## config.mk

```make
export PLATFORM = sky130hd
export DESIGN_NAME = eff_addr_gen
export DESIGN_NICKNAME = d
export VERILOG_FILES = /design/src/rtl/eag_pkg.sv /design/src/rtl/eag_addr_calc.sv /design/src/rtl/eag_ind_fsm.sv /design/src/rtl/eag_out_sel.sv /design/src/rtl/eff_addr_gen.sv
export SDC_FILE = /design/constraint.sdc
export NUM_CORES = 1
export LEC_CHECK = 0
export BUFFER_PORTS_ARGS = -buffer_cell sky130_fd_sc_hd__buf_2
export CELL_PAD_IN_SITES_DETAIL_PLACEMENT = 1
export CELL_PAD_IN_SITES_GLOBAL_PLACEMENT = 1
export CORE_MARGIN = 4
export CORE_UTILIZATION = 39
export CTS_BUF_LIST = sky130_fd_sc_hd__clkbuf_2 sky130_fd_sc_hd__clkbuf_4 sky130_fd_sc_hd__clkbuf_8
export CTS_CLUSTER_DIAMETER = 40
export DETAILED_ROUTE_END_ITERATION = 8
export GPL_ROUTABILITY_DRIVEN = 0
export MAX_ROUTING_LAYER = met4
export PLACE_DENSITY_LB_ADDON = 0.1
export SYNTH_ARGS = -nofsm -noshare
export SYNTH_HDL_FRONTEND = slang
export SYNTH_SLANG_ARGS = --single-unit
```

## constraint.sdc

```tcl
create_clock -name clk -period 6.2 [get_ports clk]
set_input_delay 0.31 -clock clk [delete_from_list [all_inputs] [get_ports clk]]
set_output_delay 0.31 -clock clk [all_outputs]
set_load 0.005 [all_outputs]
```

## src/rtl/eag_pkg.sv

```systemverilog
package eag_pkg;

    typedef enum logic [2:0] {
        MODE_REG_IND  = 3'd0,
        MODE_DISP     = 3'd1,
        MODE_INDEXED  = 3'd2,
        MODE_ABS      = 3'd3,
        MODE_MEM_IND  = 3'd4,
        MODE_POST_INC = 3'd5,
        MODE_PRE_DEC  = 3'd6,
        MODE_SCALED   = 3'd7
    } eag_mode_e;

    typedef enum logic [1:0] {
        SEQ_IDLE     = 2'd0,
        SEQ_PTR_REQ  = 2'd1,
        SEQ_PTR_WAIT = 2'd2,
        SEQ_DONE     = 2'd3
    } eag_seq_e;

    // Per-mode control word steering the address datapath.
    typedef struct packed {
        logic add_base;     // base participates in the sum
        logic add_disp;     // sign-extended constant participates
        logic add_index;    // index participates
        logic scale_index;  // index is shifted by the size code
        logic addr_is_wb;   // address is the updated base value
        logic does_wb;      // base write-back side effect
        logic wb_subtract;  // update is base - d instead of base + d
        logic indirect;     // two-step pointer fetch
    } eag_ctl_t;

    function automatic eag_ctl_t decode_mode(input logic [2:0] mode);
        eag_ctl_t c;
        c = '0;
        case (eag_mode_e'(mode))
            MODE_REG_IND:  c.add_base = 1'b1;
            MODE_DISP:     begin c.add_base = 1'b1; c.add_disp = 1'b1; end
            MODE_INDEXED:  begin c.add_base = 1'b1; c.add_index = 1'b1; end
            MODE_ABS:      c.add_disp = 1'b1;
            MODE_MEM_IND:  begin c.add_base = 1'b1; c.indirect = 1'b1; end
            MODE_POST_INC: begin c.add_base = 1'b1; c.does_wb = 1'b1; end
            MODE_PRE_DEC:  begin
                c.addr_is_wb  = 1'b1;
                c.does_wb     = 1'b1;
                c.wb_subtract = 1'b1;
            end
            MODE_SCALED:   begin
                c.add_base    = 1'b1;
                c.add_disp    = 1'b1;
                c.add_index   = 1'b1;
                c.scale_index = 1'b1;
            end
            default:       c = '0;
        endcase
        return c;
    endfunction

endpackage

```

## src/rtl/eag_addr_calc.sv

```systemverilog
module eag_addr_calc
    import eag_pkg::*;
#(
    parameter int AW     = 32,
    parameter int DISP_W = 16
) (
    input  eag_ctl_t          ctl,
    input  logic [1:0]        size_code,
    input  logic [AW-1:0]     base,
    input  logic [AW-1:0]     index,
    input  logic [DISP_W-1:0] disp,
    output logic [AW-1:0]     addr,
    output logic [AW-1:0]     new_base
);
    localparam int EXT_W = AW - DISP_W;

    logic [AW-1:0] disp_ext;
    logic [AW-1:0] step;
    logic [AW-1:0] index_term;
    logic [AW-1:0] base_term;
    logic [AW-1:0] disp_term;

    generate
        if (EXT_W > 0) begin : g_sext
            assign disp_ext = {{EXT_W{disp[DISP_W-1]}}, disp};
        end else begin : g_trunc
            assign disp_ext = disp[AW-1:0];
        end
    endgenerate

    // d = 1 << size_code; the scale is a shifter, not a multiplier
    assign step = AW'(1) << size_code;

    always_comb begin
        index_term = '0;
        if (ctl.add_index)
            index_term = ctl.scale_index ? (index << size_code) : index;
        base_term = ctl.add_base ? base : '0;
        disp_term = ctl.add_disp ? disp_ext : '0;
    end

    always_comb begin
        new_base = ctl.wb_subtract ? (base - step) : (base + step);
        if (ctl.addr_is_wb)
            addr = new_base;
        else
            addr = base_term + disp_term + index_term;
    end

endmodule

```

## src/rtl/eag_ind_fsm.sv

```systemverilog
module eag_ind_fsm
    import eag_pkg::*;
#(
    parameter int AW = 32
) (
    input  logic          clk,
    input  logic          rst,
    input  logic          start,
    input  logic [AW-1:0] ptr_addr,
    output logic          idle,
    output logic          mem_rd_valid,
    output logic [AW-1:0] mem_rd_addr,
    input  logic          mem_rd_ready,
    input  logic          mem_resp_valid,
    input  logic [AW-1:0] mem_resp_data,
    output logic          ind_done,
    output logic [AW-1:0] ind_addr
);
    eag_seq_e      state, state_nx;
    logic [AW-1:0] ptr_q;
    logic [AW-1:0] data_q;

    always_comb begin
        state_nx = state;
        case (state)
            SEQ_IDLE:     if (start)          state_nx = SEQ_PTR_REQ;
            SEQ_PTR_REQ:  if (mem_rd_ready)   state_nx = SEQ_PTR_WAIT;
            SEQ_PTR_WAIT: if (mem_resp_valid) state_nx = SEQ_DONE;
            SEQ_DONE:                         state_nx = SEQ_IDLE;
            default:                          state_nx = SEQ_IDLE;
        endcase
    end

    always_ff @(posedge clk) begin
        if (rst) begin
            state  <= SEQ_IDLE;
            ptr_q  <= '0;
            data_q <= '0;
        end else begin
            state <= state_nx;
            if (state == SEQ_IDLE && start)
                ptr_q <= ptr_addr;
            if (state == SEQ_PTR_WAIT && mem_resp_valid)
                data_q <= mem_resp_data;
        end
    end

    assign idle         = (state == SEQ_IDLE);
    assign mem_rd_valid = (state == SEQ_PTR_REQ);
    assign mem_rd_addr  = ptr_q;
    assign ind_done     = (state == SEQ_DONE);
    assign ind_addr     = data_q;

    // a stalled read request keeps its address until accepted
    assert_rd_hold_R9: assert property (@(posedge clk) disable iff (rst)
        (mem_rd_valid && !mem_rd_ready) |=> (mem_rd_valid && $stable(mem_rd_addr)));

    // the indirect result lasts one cycle, then the block is idle
    assert_done_one_cycle_R10: assert property (@(posedge clk) disable iff (rst)
        ind_done |=> (idle && !ind_done));

    // the result follows a sampled response
    assert_done_after_resp_R10: assert property (@(posedge clk) disable iff (rst)
        $rose(ind_done) |-> $past(mem_resp_valid));

endmodule

```

## src/rtl/eag_out_sel.sv

```systemverilog
module eag_out_sel
    import eag_pkg::*;
#(
    parameter int AW = 32
) (
    input  logic          req_valid,
    input  logic          idle,
    input  eag_ctl_t      ctl,
    input  logic [AW-1:0] calc_addr,
    input  logic [AW-1:0] calc_new_base,
    input  logic          ind_done,
    input  logic [AW-1:0] ind_addr,
    output logic          ind_start,
    output logic          done_valid,
    output logic [AW-1:0] done_addr,
    output logic          wb_en,
    output logic [AW-1:0] wb_value
);
    logic accept;

    assign accept     = req_valid && idle;
    assign ind_start  = accept && ctl.indirect;
    assign done_valid = ind_done || (accept && !ctl.indirect);
    assign done_addr  = ind_done ? ind_addr : calc_addr;
    assign wb_en      = accept && ctl.does_wb;
    assign wb_value   = calc_new_base;

endmodule

```

## src/rtl/eff_addr_gen.sv

```systemverilog
module eff_addr_gen
    import eag_pkg::*;
#(
    parameter int AW     = 32,
    parameter int DISP_W = 16
) (
    input  logic              clk,
    input  logic              rst,
    input  logic              req_valid,
    output logic              req_ready,
    input  logic [2:0]        req_mode,
    input  logic [1:0]        req_size,
    input  logic [AW-1:0]     req_base,
    input  logic [AW-1:0]     req_index,
    input  logic [DISP_W-1:0] req_disp,
    output logic              done_valid,
    output logic [AW-1:0]     done_addr,
    output logic              wb_en,
    output logic [AW-1:0]     wb_value,
    output logic              mem_rd_valid,
    input  logic              mem_rd_ready,
    output logic [AW-1:0]     mem_rd_addr,
    input  logic              mem_resp_valid,
    input  logic [AW-1:0]     mem_resp_data
);
    eag_ctl_t      ctl;
    logic [AW-1:0] calc_addr;
    logic [AW-1:0] calc_new_base;
    logic          idle;
    logic          ind_start;
    logic          ind_done;
    logic [AW-1:0] ind_addr;

    assign ctl = decode_mode(req_mode);

    eag_addr_calc #(.AW(AW), .DISP_W(DISP_W)) u_calc (
        .ctl       (ctl),
        .size_code (req_size),
        .base      (req_base),
        .index     (req_index),
        .disp      (req_disp),
        .addr      (calc_addr),
        .new_base  (calc_new_base)
    );

    eag_ind_fsm #(.AW(AW)) u_fsm (
        .clk            (clk),
        .rst            (rst),
        .start          (ind_start),
        .ptr_addr       (calc_addr),
        .idle           (idle),
        .mem_rd_valid   (mem_rd_valid),
        .mem_rd_addr    (mem_rd_addr),
        .mem_rd_ready   (mem_rd_ready),
        .mem_resp_valid (mem_resp_valid),
        .mem_resp_data  (mem_resp_data),
        .ind_done       (ind_done),
        .ind_addr       (ind_addr)
    );

    eag_out_sel #(.AW(AW)) u_sel (
        .req_valid     (req_valid),
        .idle          (idle),
        .ctl           (ctl),
        .calc_addr     (calc_addr),
        .calc_new_base (calc_new_base),
        .ind_done      (ind_done),
        .ind_addr      (ind_addr),
        .ind_start     (ind_start),
        .done_valid    (done_valid),
        .done_addr     (done_addr),
        .wb_en         (wb_en),
        .wb_value      (wb_value)
    );

    assign req_ready = idle;

    // the write-back strobe only accompanies the two stepping modes
    assert_wb_only_step_modes_R8: assert property (@(posedge clk) disable iff (rst)
        wb_en |-> (req_valid && (req_mode == 3'd5 || req_mode == 3'd6)));

    // nothing completes or writes back while a pointer read is pending
    assert_busy_quiet_R11: assert property (@(posedge clk) disable iff (rst)
        mem_rd_valid |-> (!done_valid && !wb_en && !req_ready));

    // an accepted indirect request issues the pointer read next cycle
    assert_ind_issue_R9: assert property (@(posedge clk) disable iff (rst)
        (req_valid && req_ready && req_mode == 3'd4) |=> (mem_rd_valid && !done_valid));

endmodule

```

==> metrics.yaml <==
synthesis:
  async_flop_share_pct: 0
  ys_types: 70
  yosys.area.top_type: "dfxtp_1"
  syn_inst: 1296
  yosys_register_bits: 66
  synth_enable_flop_cells: 0
  yosysWarnings: 0
  synth.most_common_cell: "nand2_1"
  yosysTopAreaCellShare_pct: 14.9
  syn_area_um2: 8880
  ys_seq_area_share_pct: 14.9
  synthTopCellsByArea: "dfxtp_1, nand2_1, ha_1"
  synth_top_cells_by_count: "nand2_1, a21oi_1, nor2_1, inv_1"
  syn_avg_cell_area_um2: 6.85
  yosys_most_used_dff: "dfxtp_1"
  syn_nets: 1517
sta:
  rsz0062_at_grt: "false"
  hold_violations: 0
  max_slew_margin_pct: 39.8
  finalSetupViolCount: 0
  finalCritPeriodShare_pct: 84.2
  max_freq_mhz: 191
  min_period_ps: 5220
  holdWs_ps: 184
  worstMarginPinSlew_ps: 903
  finalClockSkew_ps: 9.07
  setup_tns_ps: 0
  slew_violations: 0
setup_path:
  start_kind: "input port"
  cpLargestDelayFamily: "compound AO/OA/AOI/OAI gates"
  crit_arrival_ps: 4910
  cp_data_required_time_ps: 5890
  worstPathMaxFanout: 23
  worstSetupPathType: "in2out"
  crit_path_top_delay_cell: "a2111oi_0"
  path_cells: "buf_2 -> nor2b_1 -> inv_1 -> ha_1 -> a21o_1 -> ha_1 -> o21ai_0 -> nor4_1 -> nor2_1 -> a21o_1 -> a2111oi_0 -> o41ai_1 -> or4_1 -> nand3_1 -> buf_2"
  critical_path_buf_inv_count: 3
  cp-end-kind: "primary output"
  max_stage_delay_ps: 730
power:
  leakage_uw: 0.00511
  p_per_area_nw_per_um2: 200
  ir_worst_vdd_v: 0.000111
  total_power_uw: 2070
outcome:
  status: "completed"
global_routing:
  overflow: 0
  antenna_found_initial: 0
  grt_pass1_vias: 10320
  met2_usage_pct: 49.8
  met1_usage_pct: 32.3
  grt_use_total_pct: 27.9
  grt_util_met3_pct: 4.10
  grt_max_degree: 68
  grt.busiest_layer: "met2"
  grt_pass1_wl_um: 55800
layout:
  antenna_cells: 0
  layout.cells.non_filler: 1752
  final_area_um2: 10400
  fillCellCount: 2965
  final_layout_size_suffix_gt1_share_pct: 19.4
  area_growth_pct: 16.9
  nets: 1689
placement:
  placedCellCount: 1737
  io_buffers: 221
  dp_hpwl_um: 28800
  placed_area_um2: 10200
cts:
  cts.hold.buffers_added: 0
  cts_num_sinks: 66
  clk_latency_ps: 350
  cts_root_buf: "clkbuf_8"
  clock_tree.buffer_depth: 2
  clk_pin_slew_worst_paths_ps: 80
  cts_tree: "built"
  postCtsSetupBuffers: 0
  cts_resized: 0
  htree_levels: 3
  numCtsBuffers: 9
drt:
  wl_um: 35100
  drt_iter0_drc: 489
  via_count: 9844
  ant_nets: 0
  via_per_inst: 5.62
  drc_errors: 0
  drt-pass1-iter-count: 5
  wl_per_cell_um: 20.1
floorplan:
  io_pins: 222
  die_area_um2: 25300
  die_y_um: 159
  rows: 54
  die_x_um: 159
  core_um2: 22100
  initial_utilization_pct: 40.2
min_path:
  min_path_type: "in2reg"
flow_run:
  cap_violations: 0
flip-flops by register name, indices dropped and copies added (netlist names):
name and flops:
u_fsm.ind_addr 32, u_fsm.mem_rd_addr 32, u_fsm.state 2
cell usage in the layout (no fill, tap or decap), drive strengths merged, types with 15 or more instances in the layout:
cell type / synthesis / routed
nand2: 288 / 288
buf: 10 / 236
a21oi: 128 / 128
nor2: 88 / 88
inv: 87 / 87
ha: 66 / 66
dfxtp: 66 / 66
o21ai: 66 / 66
xnor2: 38 / 38
fa: 33 / 33
nand3: 31 / 31
mux2i: 27 / 27
a21o: 26 / 26
nor3: 26 / 26
mux2: 23 / 23
and2: 20 / 20
xor2: 19 / 19
and3: 15 / 15
o211ai: 15 / 15
layout make-up:
type                            count  area [um^2]  area share (%)
Inverter                           88          330            3.18
Timing Repair Buffer              236         1220            11.7
Tap cell                          280          350            3.37
Clock buffer                       13          173            1.66
Clock inverter                      2         35.0           0.337
Multi-Input combinational cell   1067         6950            67.0
Sequential cell                    66         1320            12.7
worst reg2reg max path: stages, from the launching register on:
cell and delay, ps:
dfxtp_1 350, inv_1 100, ha_1 370, nand3_1 210, or3_1 360, buf_4 250
a221oi_1 480, nor2_1 80, a21oi_1 130, nor2_1 50
stage by stage:
step,utilization (%),setup slack (ps)
2_1_floorplan,-,919
3_3_place_gp,46.1,1320
3_5_place_dp,46.1,1100
4_1_cts,47.0,1070
5_1_grt,47.0,751
6_report,47.0,977
layer usage:
| layer | vias up | wire length, um |
|---|---|---|
| li1 | 4818 | - |
| met1 | 4719 | 14700 |
| met5 | - | 0 |
| met3 | 73 | 1370 |
| met2 | 234 | 17800 |
| met4 | 0 | 1220 |
report_power, final:
group	internal, uW	switching [uW]	leakage [uW]
registers	445	13.5	0.000533
logic	487	739	0.00446
clock network	221	167	0.000109
path summary, 6_finish.rpt:
| kind | depth (start not counted) | from | slack (ps) | to |
|---|---|---|---|---|
| worst max-delay path | 15 | req_size[0] | 980 | done_addr[28] |
| worst min register to register | 2 | u_fsm.ind_addr[14] | 460 | u_fsm.ind_addr[14] |
| worst min-delay path | 3 | mem_resp_data[15] | 180 | u_fsm.ind_addr[15] |
| worst max register to register | 9 | u_fsm.state[0] | 3710 | u_fsm.state[1] |
cell families after synthesis:
group / synth area share (%)
and+or+nand+nor: 25.7
AOI/OAI and AO/OA: 23.9
xor gates and xnor gates: 5.62
adders and majority gates: 16.7
buffers and inverters: 6.90
muxes: 6.21
DFF: 14.9
(Power assumes the default switching activity.)
